**src/rtl/arx_pkg.sv**
```systemverilog
package arx_pkg;
  localparam int WORD_BITS = 32;
  localparam int CODE_BITS = 3;
  localparam int CODE_PAR  = 0;
  localparam int CODE_CNT  = 1;
  localparam int CODE_GAP  = 2;
  typedef logic [WORD_BITS-1:0] arx_word_t;
  typedef logic [CODE_BITS-1:0] arx_code_t;
endpackage

```
**src/rtl/arx_tick.sv**
```systemverilog
module arx_tick #(
  parameter int DIV_W = 8
) (
  input  logic             clk,
  input  logic             rst_n,
  input  logic [DIV_W-1:0] rate_div,
  output logic             tick
);
  logic [DIV_W-1:0] cnt;

  assign tick = (cnt >= rate_div);

  always_ff @(posedge clk) begin
    if (!rst_n)    cnt <= '0;
    else if (tick) cnt <= '0;
    else           cnt <= cnt + 1'b1;
  end
endmodule

```
**src/rtl/arx_fifo.sv**
```systemverilog
module arx_fifo #(
  parameter int W     = 8,
  parameter int DEPTH = 8
) (
  input  logic         clk,
  input  logic         rst_n,
  input  logic         push,
  input  logic [W-1:0] push_data,
  output logic         out_valid,
  input  logic         out_ready,
  output logic [W-1:0] out_data
);
  localparam int AW = (DEPTH > 1) ? $clog2(DEPTH) : 1;
  localparam int CW = $clog2(DEPTH + 1);

  logic [W-1:0]  mem [DEPTH];
  logic [AW-1:0] wr_ptr, rd_ptr;
  logic [CW-1:0] cnt;
  logic          full, do_push, do_pop;

  assign full      = (cnt == CW'(DEPTH));
  assign out_valid = (cnt != '0);
  assign out_data  = mem[rd_ptr];
  assign do_push   = push && !full;
  assign do_pop    = out_valid && out_ready;

  always_ff @(posedge clk) begin
    if (do_push) mem[wr_ptr] <= push_data;
  end

  always_ff @(posedge clk) begin
    if (!rst_n) begin
      wr_ptr <= '0;
      rd_ptr <= '0;
      cnt    <= '0;
    end else begin
      if (do_push) wr_ptr <= (wr_ptr == AW'(DEPTH-1)) ? '0 : wr_ptr + 1'b1;
      if (do_pop)  rd_ptr <= (rd_ptr == AW'(DEPTH-1)) ? '0 : rd_ptr + 1'b1;
      case ({do_push, do_pop})
        2'b10:   cnt <= cnt + 1'b1;
        2'b01:   cnt <= cnt - 1'b1;
        default: cnt <= cnt;
      endcase
    end
  end
endmodule

```
**src/rtl/arx_deframer.sv**
```systemverilog
module arx_deframer
  import arx_pkg::*;
#(
  parameter int OSR      = 8,
  parameter int GAP_BITS = 4
) (
  input  logic      clk,
  input  logic      rst_n,
  input  logic      tick,
  input  logic      leg_hi,
  input  logic      leg_lo,
  output logic      emit,
  output arx_word_t word_o,
  output arx_code_t code_o
);
  localparam int MID      = OSR / 4;
  localparam int GAP_SAMP = GAP_BITS * OSR;
  localparam int NR_W     = $clog2(GAP_SAMP + 1);
  localparam int ACT_W    = $clog2(OSR + 1);

  logic [1:0]       sync_hi, sync_lo;
  logic             act, bitv, prev_act, in_word, gap_lat, gap_word;
  logic [ACT_W-1:0] act_idx, idx_cur;
  logic [NR_W-1:0]  null_run;
  logic [5:0]       bit_cnt;
  arx_word_t        data;
  logic             cnt_bad, par_bad;
  arx_code_t        code_now;

  assign act      = sync_hi[1] ^ sync_lo[1];
  assign bitv     = sync_hi[1];
  assign idx_cur  = prev_act ? act_idx : '0;
  assign cnt_bad  = (bit_cnt != 6'd32);
  assign par_bad  = !cnt_bad && !(^data);

  always_comb begin
    code_now           = '0;
    code_now[CODE_PAR] = par_bad;
    code_now[CODE_CNT] = cnt_bad;
    code_now[CODE_GAP] = gap_word;
  end

  always_ff @(posedge clk) begin
    if (!rst_n) begin
      sync_hi <= '0;
      sync_lo <= '0;
    end else begin
      sync_hi <= {sync_hi[0], leg_hi};
      sync_lo <= {sync_lo[0], leg_lo};
    end
  end

  always_ff @(posedge clk) begin
    if (!rst_n) begin
      prev_act <= 1'b0;
      act_idx  <= '0;
      null_run <= NR_W'(GAP_SAMP);
      in_word  <= 1'b0;
      bit_cnt  <= '0;
      data     <= '0;
      gap_lat  <= 1'b0;
      gap_word <= 1'b0;
      emit     <= 1'b0;
      word_o   <= '0;
      code_o   <= '0;
    end else begin
      emit <= 1'b0;
      if (tick) begin
        prev_act <= act;
        if (act) begin
          null_run <= '0;
          if (!prev_act) gap_lat <= (null_run < NR_W'(GAP_SAMP));
          if (idx_cur != ACT_W'(OSR)) act_idx <= idx_cur + 1'b1;
          if (idx_cur == ACT_W'(MID)) begin
            if (!in_word) begin
              in_word  <= 1'b1;
              bit_cnt  <= 6'd1;
              data     <= {{(WORD_BITS-1){1'b0}}, bitv};
              gap_word <= gap_lat;
            end else begin
              if (bit_cnt < 6'd32) data[bit_cnt[4:0]] <= bitv;
              if (bit_cnt != 6'd33) bit_cnt <= bit_cnt + 1'b1;
            end
          end
        end else begin
          if (null_run != NR_W'(GAP_SAMP)) null_run <= null_run + 1'b1;
          if (in_word && null_run == NR_W'(OSR-1)) begin
            in_word <= 1'b0;
            emit    <= 1'b1;
            code_o  <= code_now;
            word_o  <= (|code_now) ? (data | {1'b1, {(WORD_BITS-1){1'b0}}}) : data;
          end
        end
      end
    end
  end
endmodule

```
**src/rtl/arx_rx_top.sv**
```systemverilog
module arx_rx_top
  import arx_pkg::*;
#(
  parameter int OSR      = 8,
  parameter int GAP_BITS = 4,
  parameter int DEPTH    = 16,
  parameter int DIV_W    = 8,
  parameter int TS_W     = 16
) (
  input  logic             clk,
  input  logic             rst_n,
  input  logic [DIV_W-1:0] rate_div,
  input  logic             loop_en,
  input  logic             line_hi,
  input  logic             line_lo,
  input  logic             loop_hi,
  input  logic             loop_lo,
  input  logic [TS_W-1:0]  ts_in,
  output logic             rx_valid,
  input  logic             rx_ready,
  output logic [31:0]      rx_word,
  output logic [TS_W-1:0]  rx_ts,
  output logic             err_valid,
  input  logic             err_ready,
  output logic [2:0]       err_code,
  output logic             irq
);
  localparam int RXW = TS_W + WORD_BITS;

  logic      tick, leg_hi, leg_lo, emit, err_push;
  arx_word_t dfr_word;
  arx_code_t dfr_code;
  logic [RXW-1:0] rx_head;

  assign leg_hi   = loop_en ? loop_hi : line_hi;
  assign leg_lo   = loop_en ? loop_lo : line_lo;
  assign err_push = emit && (|dfr_code);

  arx_tick #(.DIV_W(DIV_W)) u_tick (
    .clk(clk), .rst_n(rst_n), .rate_div(rate_div), .tick(tick)
  );

  arx_deframer #(.OSR(OSR), .GAP_BITS(GAP_BITS)) u_dfr (
    .clk(clk), .rst_n(rst_n), .tick(tick), .leg_hi(leg_hi), .leg_lo(leg_lo),
    .emit(emit), .word_o(dfr_word), .code_o(dfr_code)
  );

  arx_fifo #(.W(RXW), .DEPTH(DEPTH)) u_rxq (
    .clk(clk), .rst_n(rst_n), .push(emit), .push_data({ts_in, dfr_word}),
    .out_valid(rx_valid), .out_ready(rx_ready), .out_data(rx_head)
  );

  arx_fifo #(.W(CODE_BITS), .DEPTH(DEPTH)) u_errq (
    .clk(clk), .rst_n(rst_n), .push(err_push), .push_data(dfr_code),
    .out_valid(err_valid), .out_ready(err_ready), .out_data(err_code)
  );

  assign rx_word = rx_head[WORD_BITS-1:0];
  assign rx_ts   = rx_head[RXW-1:WORD_BITS];
  assign irq     = err_valid;
endmodule

```
**config.mk**
```make
export PLATFORM = sky130hd
export DESIGN_NAME = arx_rx_top
export DESIGN_NICKNAME = d
export VERILOG_FILES = /design/src/rtl/arx_pkg.sv /design/src/rtl/arx_tick.sv /design/src/rtl/arx_fifo.sv /design/src/rtl/arx_deframer.sv /design/src/rtl/arx_rx_top.sv
export SDC_FILE = /design/constraint.sdc
export NUM_CORES = 1
export LEC_CHECK = 0
export BUFFER_PORTS_ARGS = -buffer_cell sky130_fd_sc_hd__buf_2
export CAP_MARGIN = 20
export CORE_ASPECT_RATIO = 1.1
export CORE_MARGIN = 1.5
export CORE_UTILIZATION = 30
export CTS_CLUSTER_SIZE = 30
export DETAILED_ROUTE_END_ITERATION = 8
export GPL_TIMING_DRIVEN = 0
export PLACE_DENSITY = 0.5
export SETUP_SLACK_MARGIN = 0.1
export SYNTH_ARGS = -nofsm -noshare
export SYNTH_HDL_FRONTEND = slang
export SYNTH_SLANG_ARGS = --single-unit
```
**constraint.sdc**
```tcl
create_clock -name clk -period 6.08 [get_ports clk]
set_clock_uncertainty 0.2 [all_clocks]
set_input_delay 0.912 -clock clk [delete_from_list [all_inputs] [get_ports clk]]
set_output_delay 0.912 -clock clk [all_outputs]
set_load 0.03 [all_outputs]
```
* Word level (Yosys, flattened, before mapping)
Memory sizes are Yosys's and may differ from the RTL's. A register that Yosys moved wholly into a read port is not among the register bits.
Index checks and enable logic that the tools add are counted.
W data, S select, Z words.
** Storage, ports and cells
- Register bits :: 126
- Bits in writable memories :: 816
- Bits of input ports :: 33
- Output and inout bits :: 54
- Word-level logic and storage cells :: 126
- Memories :: 2
** Operators by class
- Add/subtract/negate cells :: 12
- Magnitude comparators :: 5
- Equality and inequality tests :: 19
- Mux-type cells :: 31
- Bitwise operators :: 6
- Reduce and logical (&&, ||, !) cells :: 31
** Memory list
- u_rxq.mem :: depth 16, bits a word 48, rd ports 1, clocked after memory_dff 1, write ports 1, line arx_fifo.sv:16 : logic [W-1:0] mem [DEPTH];
- u_errq.mem :: depth 16, bits a word 3, rd ports 1, clocked after memory_dff 1, write ports 1, line arx_fifo.sv:16
** Operators by type and width (count)
- $mux W32 :: 3
- $mux W4 :: 9
- $bwmux W32 :: 1
- $reduce_xor A32 Y1 :: 1
- $mux W6 :: 4
- $add A4 B1 Y4 const B :: 5
- $pmux W5 S2 :: 2
- $ne A6 B6 Y1 const B :: 3
- $eq A4 B4 Y1 const B :: 4
- $add A6 B1 Y6 const B :: 2
- $lt A6 B6 Y1 const B :: 2
- $reduce_and A3 Y1 :: 4
- $reduce_and A4 Y1 :: 3
- $mux W1 :: 11
- $add A5 B1 Y5 const B :: 2
- $eq A5 B5 Y1 const B :: 2
- $reduce_bool A5 Y1 :: 2
- $sub A5 B1 Y5 const B :: 2
- $reduce_or A3 Y1 :: 3
- $add A8 B1 Y8 const B :: 1
- $ge A8 B8 Y1 :: 1
- $logic_and A1 B1 Y1 :: 8
- $reduce_bool A2 Y1 :: 4
- $eq A6 B3 Y1 const B :: 1
- other kinds (13) :: 24

* Logic depth before layout (Yosys ltp)
- Depth in word-level cells :: 7
- Mapped depth :: 15
- Mapped depth without buffers :: 13

* Hierarchy
Synthesis repeated with hierarchy kept, for this count alone.
** Second synthesis, totals
- Cell total of the unflattened synthesis :: 2008
- Area, all modules :: 37200.7 um2
** By module, submodules not included
- arx_fifo at u_rxq :: times used 1, cells each 1297, area each 29671.0 um2, sequential area each 23402.4 um2
- arx_deframer :: times used 1, cells each 445, area each 4112.7 um2, sequential area each 1841.8 um2
- arx_fifo at u_errq :: times used 1, cells each 204, area each 2852.7 um2, sequential area each 1781.7 um2
- arx_tick :: times used 1, cells each 58, area each 525.5 um2, sequential area each 160.2 um2
- arx_rx_top :: times used 1, cells each 4, area each 38.8 um2, sequential area each 0.0 um2

* Least setup slack after synthesis
No wires, ideal clock.
- Kind :: reg-to-reg
- Start :: register u_rxq.cnt[1]
- End :: memory u_rxq.mem[3][0] in the netlist's numbering, enable pin
- Setup time :: 513 ps
- Arrival time :: 4593 ps
- Data required time :: 5367 ps
- Slack :: 775 ps
- Cell stages (with the launch flop) :: 6
- Path buffers :: 1
- Clock period less this slack :: 5305 ps
- Cells stage by stage :: dfxtp_1 -> clkbuf_1 -> nor4_1 -> a21boi_1 -> nand2_1 -> nor3_1
** Between the ends
- Word-level cells in the longest chain between the ends :: 5
** RTL lines
- from (decl) :: line arx_fifo.sv:18 : logic [CW-1:0] cnt;
- from (signal assigned) :: line arx_fifo.sv:40 : 2'b10: cnt <= cnt + 1'b1;
- from (signal assigned) :: line arx_fifo.sv:41 : 2'b01: cnt <= cnt - 1'b1;
- from (signal assigned) :: line arx_fifo.sv:42 : default: cnt <= cnt;
- $eq A5 B5 Y1 :: line arx_fifo.sv:21 : assign full = (cnt == CW'(DEPTH));
- $logic_not A1 Y1 :: line arx_fifo.sv:24 : assign do_push = push && !full;
- $logic_and A1 B1 Y1 :: line arx_fifo.sv:24
- $mux W1 :: line arx_fifo.sv:28 : if (do_push) mem[wr_ptr] <= push_data;
- $mux W1 (not written as such) :: line arx_fifo.sv:28
- to (decl) :: line arx_fifo.sv:16
No other way between the ends.

==> results.md <==
* Combinational share of power at less than 1%
* Vias in the first global route at 20700
* Layout net count at 2309
* Maximum number of pins on one net before global-route repair at 20
* Worst hold path cell count at 1
* Clk Tree Root Cell: sky130_fd_sc_hd__clkbuf_16
* Arrival time of the worst setup path at roughly 3.8 ns
* Placed standard-cell area at 0.0411 mm²
* Synthesis-to-finish area growth at 18.6%
* Clock sink count at 950
* Share of layout cells above drive strength 1 at a little over a quarter
* Routed length per instance at 23.6 µm
* Ratio of final minimum period to clock period at 80.1%
* Unrepaired setup endpoints after global routing: no
* GP Congestion at around 0.79
* Internal power of the cells at between 10 and 15 mW
* Net count after synthesis at 2059
* TritonCTS clock tree: built
* Post-route worst hold slack at 0.238 ns
* Switching power summed over all nets at 2.68 mW
* Power density over the cells at 298 mW/mm²
* Core Region at approximately 0.12 mm²
* Flop-to-flop setup slack at 2.20 ns
* Outcome: finished clean
* Worst Hold Path EP: u_dfr.sync_hi[1]
* Total of cells resized after clock tree synthesis at 0
* Post-route minimum period at a little under 5 ns
* DP HPWL at 63.1 mm
* Gr usage total at approximately 15%
* Least-Margin Pin Slew at 1.10 ns
* Commonest cells in the synthesized netlist: sky130_fd_sc_hd__edfxtp_1 (816), sky130_fd_sc_hd__mux4_2 (255), sky130_fd_sc_hd__dfxtp_1 (134)
* Cell-by-cell listing of the critical path: clkbuf_1, clkbuf_1, mux4_2, mux4_2, buf_2
* Maximum frequency from static timing analysis at 0.205 GHz
* Detailed-route vias per instance at 4.96
* CTS Buf Count at around 100
* Total of flip-flops plus latches after synthesis at 950
* Startpoint of the lowest-slack hold path: u_dfr.sync_hi[0]
* Highest fanout seen on the critical path at 10
* Global-route wire length before repair at 139 mm
* CP Capture Type: output pin
* Element type at the critical path start: register
* Finished Cell Area at ~0.045 mm²
* Worst r2r dst: u_rxq.cnt[4]
* Reg-to-reg startpoint: u_rxq.cnt[1]
* DR DRC count at 0
* Number of antenna violations at the first check in global routing at 4
* Starting utilization of the core area at a little under a third
* Cell family contributing the most delay on the critical path: buffers and inverters
* Final Hold Vio Count at 0
* Critical Path Slowest Stage Cell: sky130_fd_sc_hd__clkbuf_1
* Count of flip-flops with a built-in enable after synthesis at ~820
* Number of distinct library cell variants in the gate-level netlist after synthesis at 59
* Post-synth top area cell: sky130_fd_sc_hd__edfxtp_1
* Leak at ~13 nW
* Cell count of the worst reg-to-reg path at 15
* Starting DRT DRC Count at 1504
* Post-synthesis instance area at approximately 0.038 mm²
* FP Rows at 135
* Final core occ at 36.0%
* Reg power frac at a little over half
* DRT antenna net count at 0
* Clock latency of the later-clocked register in the worst-skew pair at 0.69 ns
* Bufs and invs on worst path at 3
* Number of port buffers at 86
* Fraction of power spent switching nets at 20.2%
* Gate Count Post-Synth at between 1500 and 2000
* Avg Cell Area, Syn at 18.9 µm²
* Pre-CTS setup slack at around 1.9 ns
* Relative slew slack at 26.7%
* Yosys warns at 0
* Smallest setup slack after layout at between 1 and 1.5 ns
* Number of buffers inserted by hold repair at cts at 0
* Number of H-tree levels at 3
* Number of top-level design ports at 87
* Final setup violation count at 0
* Part of the power in the clock network at 46.5%
* Count of max-cap constraint violations at 0
* Main flop type after synthesis: sky130_fd_sc_hd__edfxtp_1
* Crit path kind: register to output pin
* Cell with the most instances after synthesis: sky130_fd_sc_hd__edfxtp_1
* Worst EP required at 4.97 ns
* Max-slew violation count at 0
* Peak supply drop at 0.226 mV
* Async SR Flop Fraction at 0%
* DIE WIDTH at 340 µm
* Portion of synthesized cell area occupied by the leading cell type at roughly 65%
* Clock Path Buffers at 3
* Min-Delay Path Class: register to register
* Total Wirelength at around 94 mm
* Delay of the slowest cell on the worst path at approximately 0.80 ns
* Clock-pin slew of the registers on the worst-case setup and hold paths at around 0.060 ns
* Post-CTS Repair Setup Buffers at 0
* Final global-route overflow total at 0
* Proportion of synthesized chip area in sequential cells at 72.4%
* Die outline area at 0.127 mm²
* Top cells by area, synth: sky130_fd_sc_hd__edfxtp_1 (65%), sky130_fd_sc_hd__mux4_2 (15%), sky130_fd_sc_hd__dfxtp_1 (7.1%), sky130_fd_sc_hd__ha_1 (1.2%), sky130_fd_sc_hd__o21ai_0 (1.1%)
* Via count at 19700
* # fillers at 11500
* Y dimension of the die at 374 µm
* DRT Pass-1 Iters at 5
-- metal layers --
| metal | up-vias | wire length, µm | GRT usage [%] |
|---|---|---|---|
| met5 | - | 0 | 0 |
| met4 | 0 | 1940 | 3.58 |
| met3 | 151 | 3770 | 2.32 |
| met2 | 460 | 48400 | 25.9 |
| met1 | 10500 | 39800 | 19.1 |
| li1 | 8629 | - | - |
-- worst max path at each step --
stage	from	endpoint	slack [ns]	cells past startpoint
5_1_grt	register	rx_word[16]	1.09	5
3_5_place_dp	register	rx_word[16]	1.95	6
3_3_place_gp	u_rxq.cnt[1]	u_rxq.mem[3][43]	-4.61	5
2_1_floorplan	u_rxq.cnt[1]	u_rxq.mem[3][0]	0.77	5
4_1_cts	register	rx_word[16]	1.18	6
6_report	register	rx_word[16]	1.21	5
-- power groups by stage --
stage	Clock [mW]	Sequential [mW]	Combinational (mW)
global placement	0	7.14	0.0866
CTS	6.32	7.01	0.0912
finish	6.17	7.01	0.0901
detailed placement	0	7.14	0.0908
floorplan	0	7.14	0.0389
global route	6.58	7.00	0.101
-- state kept, by name, indices dropped and copies added (netlist names), 5 cells and up, named ones only --
name and cells:
u_tick.cnt 8, u_errq.cnt 5, u_errq.mem 48, u_dfr.null_run 6, u_rxq.cnt 5, u_dfr.bit_cnt 6, u_dfr.word_o 32, u_rxq.mem 768
u_dfr.data 32
-- final cells by class --
type,instances,area (µm²),share of cell area [%]
antenna,3,7.51,0.0169
buffer,127,563,1.26
clock buffer,119,2650,5.95
clock inverter,71,718,1.61
inverter,23,86.3,0.194
multi-input combinational,890,9800,22.0
sequential,950,27200,61.1
tap,1644,2060,4.62
timing repair buffer,146,1440,3.24
-- metrics by stage --
stage / power [mW] / cells / TNS, ns
2_1_floorplan: 7.18 / 1990 / 0
3_3_place_gp: 7.23 / 3720 / -1531.99
3_5_place_dp: 7.24 / 3780 / 0
4_1_cts: 13.4 / 3970 / 0
5_1_grt: 13.7 / 3970 / 0
6_report: 13.3 / 3973 / 0
-- placed cells by master (no fill, tap or decap), types with 6 or more instances in the layout --
cell type,netlist,routed
sky130_fd_sc_hd__clkinvlp_4,0,6
sky130_fd_sc_hd__ha_1,36,36
sky130_fd_sc_hd__and2_1,8,8
sky130_fd_sc_hd__buf_2,27,113
sky130_fd_sc_hd__and3_1,8,8
sky130_fd_sc_hd__clkbuf_1,81,95
sky130_fd_sc_hd__clkinv_2,0,22
sky130_fd_sc_hd__dfxtp_1,134,134
sky130_fd_sc_hd__nand4_1,6,6
sky130_fd_sc_hd__inv_1,23,23
sky130_fd_sc_hd__nand2_1,48,48
sky130_fd_sc_hd__a31oi_1,6,6
sky130_fd_sc_hd__o21ai_1,26,26
sky130_fd_sc_hd__nand2b_1,15,15
sky130_fd_sc_hd__nand3_1,55,55
sky130_fd_sc_hd__xnor2_1,34,34
sky130_fd_sc_hd__buf_8,0,9
sky130_fd_sc_hd__buf_6,6,30
sky130_fd_sc_hd__clkbuf_16,0,102
sky130_fd_sc_hd__edfxtp_1,816,816
sky130_fd_sc_hd__or3_1,8,8
sky130_fd_sc_hd__mux2i_1,8,8
sky130_fd_sc_hd__a21oi_1,63,63
sky130_fd_sc_hd__o311ai_0,31,31
sky130_fd_sc_hd__nor2_4,0,12
sky130_fd_sc_hd__clkinv_1,0,23
sky130_fd_sc_hd__nor3_1,13,9
sky130_fd_sc_hd__buf_12,0,18
sky130_fd_sc_hd__o21ai_0,84,84
sky130_fd_sc_hd__nor2_1,94,82
sky130_fd_sc_hd__buf_1,9,9
sky130_fd_sc_hd__xor2_1,20,20
sky130_fd_sc_hd__bufinv_16,0,10
sky130_fd_sc_hd__buf_16,0,9
sky130_fd_sc_hd__mux4_2,255,255
-- logic make-up (layout without fill, tap and decap cells) --
group	after synthesis	in the layout	share of synthesized area (%)
flops	950	950	72.4
mux	263	263	15.5
fa+ha+maj	36	36	1.20
xor+xnor	55	55	1.30
simple gates	282	282	3.67
other cells	0	3	0
compound gates	254	254	4.14
buf+inv	150	486	1.73
Note: power is estimated with default switching activity, not from simulation.
